<file path="src/rtl/remap_index_seq.sv">
module remap_index_seq #(
  parameter int OPS    = 5,
  parameter int SHAPES = 4,
  parameter int SW     = 18
) (
  input  logic                  clk,
  input  logic                  rst_n,
  input  logic                  start_i,
  input  logic                  mm_i,
  input  logic [4:0]            rmm_i,
  input  logic [4:0]            rs_i,
  input  logic [4:0]            svd_i,
  input  logic [1:0]            ew_i,
  input  logic                  yx_i,
  input  logic                  sk_i,
  input  logic                  pst_set_i,
  output logic                  busy_o,
  output logic                  done_o,
  output logic [SHAPES*SW-1:0]  shapes_o,
  output logic [OPS*2-1:0]      sel_o,
  output logic [OPS-1:0]        en_o,
  output logic                  persist_o
);
  logic [SW-1:0]  shape_q [SHAPES];
  logic [1:0]     sel_q   [OPS];
  logic [OPS-1:0] en_q, pend_q, low_oh;
  logic [SW-1:0]  cfg_q, cfg_d;
  logic [1:0]     idx_q;
  logic [2:0]     low_idx;
  logic           busy_q, done_q, pst_q, last;

  assign cfg_d  = {~yx_i, sk_i, yx_i, ew_i, 6'({1'b0, svd_i}) + 6'd1, {rs_i, 2'b00}};
  assign low_oh = pend_q & (~pend_q + OPS'(1));
  assign last   = (pend_q & ~low_oh) == '0;

  always_comb begin
    low_idx = '0;
    for (int k = OPS - 1; k >= 0; k--)
      if (pend_q[k]) low_idx = 3'(k);
  end

  always_ff @(posedge clk) begin
    if (!rst_n) begin
      for (int s = 0; s < SHAPES; s++) shape_q[s] <= '0;
      for (int k = 0; k < OPS; k++) sel_q[k] <= '0;
      en_q <= '0; pend_q <= '0; cfg_q <= '0; idx_q <= '0;
      busy_q <= 1'b0; done_q <= 1'b0; pst_q <= 1'b0;
    end else begin
      done_q <= 1'b0;
      if (pst_set_i) pst_q <= 1'b1;
      if (start_i && !busy_q) begin
        if (!mm_i) begin
          for (int s = 0; s < SHAPES; s++) shape_q[s] <= '0;
          for (int k = 0; k < OPS; k++) sel_q[k] <= '0;
          en_q   <= '0;
          pst_q  <= 1'b0;
          pend_q <= rmm_i;
          idx_q  <= '0;
          cfg_q  <= cfg_d;
          busy_q <= |rmm_i;
          done_q <= ~|rmm_i;
        end else begin
          shape_q[rmm_i[4:3]] <= cfg_d;
          if (rmm_i[2:0] < 3'(OPS)) begin
            en_q[rmm_i[2:0]]  <= 1'b1;
            sel_q[rmm_i[2:0]] <= rmm_i[4:3];
          end
          done_q <= 1'b1;
        end
      end else if (busy_q) begin
        shape_q[idx_q] <= cfg_q;
        en_q[low_idx]  <= 1'b1;
        sel_q[low_idx] <= idx_q;
        idx_q          <= idx_q + 2'd1;
        pend_q         <= pend_q & ~low_oh;
        if (last) begin
          busy_q <= 1'b0;
          done_q <= 1'b1;
        end
      end
    end
  end

  for (genvar s = 0; s < SHAPES; s++) begin : g_shp
    assign shapes_o[s*SW +: SW] = shape_q[s];
  end
  for (genvar k = 0; k < OPS; k++) begin : g_sel
    assign sel_o[k*2 +: 2] = sel_q[k];
  end

  assign en_o      = en_q;
  assign busy_o    = busy_q;
  assign done_o    = done_q;
  assign persist_o = pst_q;
endmodule

</file>
<file path="config.mk">
export PLATFORM = sky130hd
export DESIGN_NAME = remap_index_seq
export DESIGN_NICKNAME = d
export VERILOG_FILES = /design/src/rtl/remap_index_seq.sv
export SDC_FILE = /design/constraint.sdc
export NUM_CORES = 1
export LEC_CHECK = 0
export ABC_AREA = 1
export CAP_MARGIN = 20
export CORE_ASPECT_RATIO = 1.75
export CORE_MARGIN = 2
export CORE_UTILIZATION = 51
export CTS_BUF_LIST = sky130_fd_sc_hd__clkbuf_8
export DETAILED_ROUTE_END_ITERATION = 10
export PLACE_DENSITY = 0.92
export SLEW_MARGIN = 30
export SYNTH_ARGS = -nofsm -noshare
export SYNTH_HDL_FRONTEND = slang
export SYNTH_SLANG_ARGS = --single-unit
</file>
<file path="constraint.sdc">
create_clock -name clk -period 2.9 [get_ports clk]
set_input_delay 0.58 -clock clk [delete_from_list [all_inputs] [get_ports clk]]
set_output_delay 0.58 -clock clk [all_outputs]
set_load 0.05 [all_outputs]
</file>
# After elaboration in Yosys (flattened, before gate mapping)
# Memories as Yosys holds them, arrays and structs flattened.
# Cells that the tools add are included.
# word_totals
n_memories	2
ff_bits	31
input_bits	24
mem_bits_rw	74
output_inout_bits	90
wordCells	120
# mem_list
memory	words	word_bits	read_ports	rd_ports_with_merged_regs	write_ports	line	rtl
shape_q	4	16	4	0	4	24	logic [SW-1:0] shape_q [SHAPES];
sel_q	5	2	5	0	5	25	logic [1:0] sel_q [OPS];
# op_classes
n_mux	69
bitwise	17
n_eq_ne	2
n_lt_le_gt_ge	5
addsub	3
reduce_logical	15
# op_table
op	count
$mux W16	6
$mux W1	35
$mux W5	7
$reduce_or A16 Y1	2
$mux W2	12
$mux W3	7
$and A5 B5 Y5	2
$not A5 Y5	2
$or A5 B5 Y5	2
$or A1 B1 Y1	9
$lt A3 B4 Y1 const B	2
$add A5 B1 Y6 const B	1
$demux W1 S3	2
$ge A3 B1 Y1 const B	2
$reduce_and A2 Y1	3
$add A5 B1 Y5 const B	1
$logic_not A5 Y1	1
$reduce_or A5 Y1	1
$reduce_or A2 Y1	2
$logic_and A1 B1 Y1	3
$lt A3 B3 Y1 const B	1
$ne A3 B2 Y1 const B	1
$add A2 B1 Y2 const B	1
$logic_not A1 Y1	2
3 further kinds	4

# Longest topological paths before layout
# depth
ltp_word	12
depth_mapped	10
depth_no_buf	9

# Worst setup path before layout
# Ideal clock, no wire load.
# synth_path
path_type	flip-flop to flip-flop
startpoint	reg busy_q (netlist: busy_o)
endpoint	mem shape_q[3][0] (netlist name) (enable)
arrival_time_ns	1.965
setup_slack_ns	0.563
setup_ns	0.372
stages_incl_launch_ff	10
t_required_ns	2.528
cell_sequence	dfxtp_1 buf_6 nand2_4 buf_6 nand2_1 o21ai_4 inv_2 nand3_4 buf_6 nand2_1
# synth_lines
item	line	rtl
from (decl)	30	logic busy_q, done_q, pst_q, last;
from (signal assigned)	60	busy_q <= |rmm_i;
to (decl)	24	

# Final worst setup path
# layout_path
startpoint	reg busy_q (netlist: busy_o)
endpoint	out busy_o
# layout_lines
item	line	rtl
to (decl)	17	output logic busy_o,
# No word-level cell between the ends.

==> summary.log <==
INFO  synthesis      post_synth_fa_ha_maj_area_fraction=0.274%
INFO  timing         setup_violations=0
INFO  cells_and_area final_nets=600
INFO  synthesis      synth_enable_flop_cells=74
INFO  pwr            switching_power=1180uW
INFO  die            die_height=129um
INFO  synthesis      async_reset_ff_share=0%
INFO  cts            setup_fix_buffers_added_after_clock_tree_synthesis=0
INFO  cts            post_cts.resized_instances=0
INFO  synthesis      synthesis.yosys.warnings=0
INFO  grt            grt_pass1_wl=16.9mm
INFO  cells_and_area multiInputGateArea=1400squm
INFO  cts            total_clock_sinks=105
INFO  grt            grt-ovfl-total=0
INFO  die            row_count=45
INFO  cts            cts.htree.levels=3
INFO  timing         slew_headroom=52.3%
INFO  detailed_routing route.detailed.vias_per_inst=5.16
INFO  die            num_io_pins=114
INFO  cells_and_area final_layout_size_suffix_gt1_share=8.10%
INFO  timing         post-route-min-period=2.44ns
INFO  detailed_routing route.antenna.remaining_nets=0
INFO  timing         grt_setup_unrepaired=false
INFO  pwr            comb_power_share=24.1%
INFO  pwr            power.density=618nW/um^2
INFO  critical_path  crit_fanout=8
INFO  critical_path  crit_slowest_cell=clkdlybuf4s50_1
INFO  critical_path  critPathTopFamily=buffers and inverters
INFO  placed_design  io_buffers=105
INFO  synthesis      netlist-cell-type-count=30
INFO  timing         report.final.slew_viol_count=0
INFO  synthesis      synth_xor_xnor_area_share=0.576%
INFO  synthesis      synth_top_family_by_area=simple AND/OR/NAND/NOR gates
INFO  cells_and_area antenna_cells=0
INFO  critical_path  worstSetupStartpointType=register
INFO  critical_path  setup_crit_end_kind=primary output
INFO  cells_and_area layoutNonFillerInstCount=697
INFO  detailed_routing dr_total_vias=3600
INFO  cells_and_area filler_cell_count=697
INFO  critical_path  worstPathCellList=clkdlybuf4s50_1
INFO  pwr            power_leakage=0.00241uW
INFO  cells_and_area final_core_util=68.1%
INFO  run_status     status=completed
INFO  synthesis      ys_ff_latch=105
INFO  die            placeable_area=8670squm
INFO  pwr            p_int=2470uW
INFO  cells_and_area syn_to_final_growth=29.4%
INFO  critical_path  crit_arrival=1.86ns
INFO  cts            clk-insertion-delay-late=0.38ns
INFO  placed_design  gpl.final_weighted_congestion=1.01
INFO  cts            maximum_clock_path_buffer_count=2
INFO  critical_path  slowest_delay=0.89ns
INFO  synthesis      mappedNetlistArea=4560squm
INFO  timing         finClkSkew=0.0146ns
INFO  synthesis      postSynthCellCount=463
INFO  grt            first_global_vias=3505
INFO  job            drv_cap=0
INFO  cts            postCtsHoldBufs=0
INFO  grt            grt_max_degree=24
INFO  detailed_routing wire_per_inst=16.1um
INFO  grt            grt_use_total=23.8%
INFO  cells_and_area seq_area=2840squm
INFO  detailed_routing detail_route.first_pass.iterations=5
INFO  cts            cts_inserted_buffers=9
INFO  detailed_routing drt_drc_violations_left=0
INFO  cts            cts_root_buffer=clkbuf_8
INFO  placed_design  dpl.hpwl=8.74mm
INFO  synthesis      synth.mux.area_fraction=0%
INFO  critical_path  worstPathRequired=2.32ns
INFO  pwr            sequential_group_share_of_total_power=48.7%
INFO  timing         max_freq=410MHz
INFO  pwr            post-layout-total-power=3640uW
INFO  timing         hold_violation_total_from_the_final_report=0
INFO  synthesis      syn_area_per_cell=9.85squm
INFO  placed_design  place.detailed.instances=681
INFO  min_path       min_delay_worst_type=reg -> reg
INFO  synthesis      synth_ff_type=edfxtp_1
INFO  die            die_width=75.5um
INFO  timing         final.period_utilization=84.1%
INFO  timing         whs=0.466ns
INFO  synthesis      synthSimpleGateAreaFrac=20.9%
INFO  cts            path_clk_slew=0.10ns
INFO  synthesis      synth_sequential_area_ratio=62.3%
INFO  synthesis      compound_gate_portion_of_the_synthesized_area=8.21%
INFO  die            effective_utilization_at_floorplan=52.6%
INFO  pwr            vdd_ir_drop_max=0.366mV
INFO  timing         worst-slew-pin-transition=0.708ns
INFO  critical_path  worst_path_class_setup=reg -> out
INFO  critical_path  worst-path-buf-inv=1
INFO  die            die-area=9740squm
INFO  cts            cts_tree=yes
INFO  pwr            clock_power_share=27.3%
INFO  detailed_routing sum_of_routed_wire_length_over_all_layers=11.2mm
INFO  pwr            switching_share=32.3%
INFO  timing         final.setup.tns=0ns
INFO  detailed_routing drt_iter0_markers=309
INFO  grt            number_of_antenna_violations_at_the_first_check_in_global_routing=0
cell usage in the layout (no fill, tap or decap), types with 4 or more instances in the layout:
| cell type | count |
|---|---|
| a21oi_1 | 19 |
| buf_4 | 11 |
| clkbuf_8 | 9 |
| clkdlybuf4s50_1 | 105 |
| conb_1 | 8 |
| dfxtp_1 | 31 |
| edfxtp_1 | 74 |
| inv_1 | 36 |
| inv_2 | 4 |
| nand2_1 | 99 |
| nand3_1 | 13 |
| nand3_4 | 4 |
| nor2_1 | 91 |
| o21ai_0 | 47 |
through the flow:
stage	cell area (sq um)	setup WS, ns
after detailed placement	5680	0.313
after global placement	5680	0.414
after global routing	5900	0.394
final	5900	0.462
after floorplan	4590	0.563
after CTS	5900	0.438
power groups by stage:
stage                     Sequential (uW)  Combinational, uW  Clock, uW
after floorplan                      2110                286          0
after global placement               1810                858          0
after detailed placement             1810                875          0
after CTS                            1770                877       1020
after global routing                 1780                927       1070
final                                1770                877        994
final timing paths:
check                           slack [ns]  cells past startpoint  startpoint             to
worst max-delay path                  0.46                      1      busy_o         busy_o
worst min-delay path                  0.47                      2   cfg_q[12]      cfg_q[12]
worst max register to register        0.81                      4      busy_o  shape_q[0][9]
worst min register to register        0.47                      2   cfg_q[12]      cfg_q[12]
cells by family (layout without fill, tap and decap cells):
family          count (synthesis)  after routing
compound gates                 69             69
fa+ha+maj                       1              1
xor+xnor                        3              3
buf+inv                        63            173
other cells                     1              8
flops                         105            105
simple gates                  221            221
synth_stat cells (2+ instances only):
cell type,n,area (sq um)
nand2_1,99,372
nor2_1,91,342
edfxtp_1,74,2220
o21ai_0,47,235
inv_1,36,135
dfxtp_1,31,621
a21oi_1,19,95.1
nand3_1,13,65.1
buf_4,8,60.1
buf_6,7,78.8
inv_2,4,15.0
nand3_4,4,70.1
nor2_2,3,18.8
nor3_1,3,15.0
xor2_1,3,26.3
buf_2,2,10.0
clkbuf_1,2,7.51
clkbuf_8,2,27.5
nand2_2,2,12.5
nand2_4,2,22.5
nor2_4,2,22.5
area by class of cell:
type	instances	area share (%)
Clock inverter	7	1.70
Clock buffer	9	2.10
Tap cell	117	2.48
Timing Repair Buffer	116	19.2
Inverter	41	2.69
Multi-Input combinational cell	302	23.7
Sequential cell	105	48.2
sequential cells by signal, indices dropped and copies added (netlist names):
register / cells
shape_q: 64
busy_o: 1
done_o: 1
idx_q: 2
persist_o: 1
en_o: 5
sel_q: 10
cfg_q: 16
pend_q: 5
metal layers:
metal,GRT usage [%],wire length [um],vias up
met4,16.1,626,0
met2,43.0,6360,154
met1,23.8,3750,1679
met5,0,0,-
met3,3.89,460,45
li1,-,-,1722
Power figures use the tool's default switching activity.
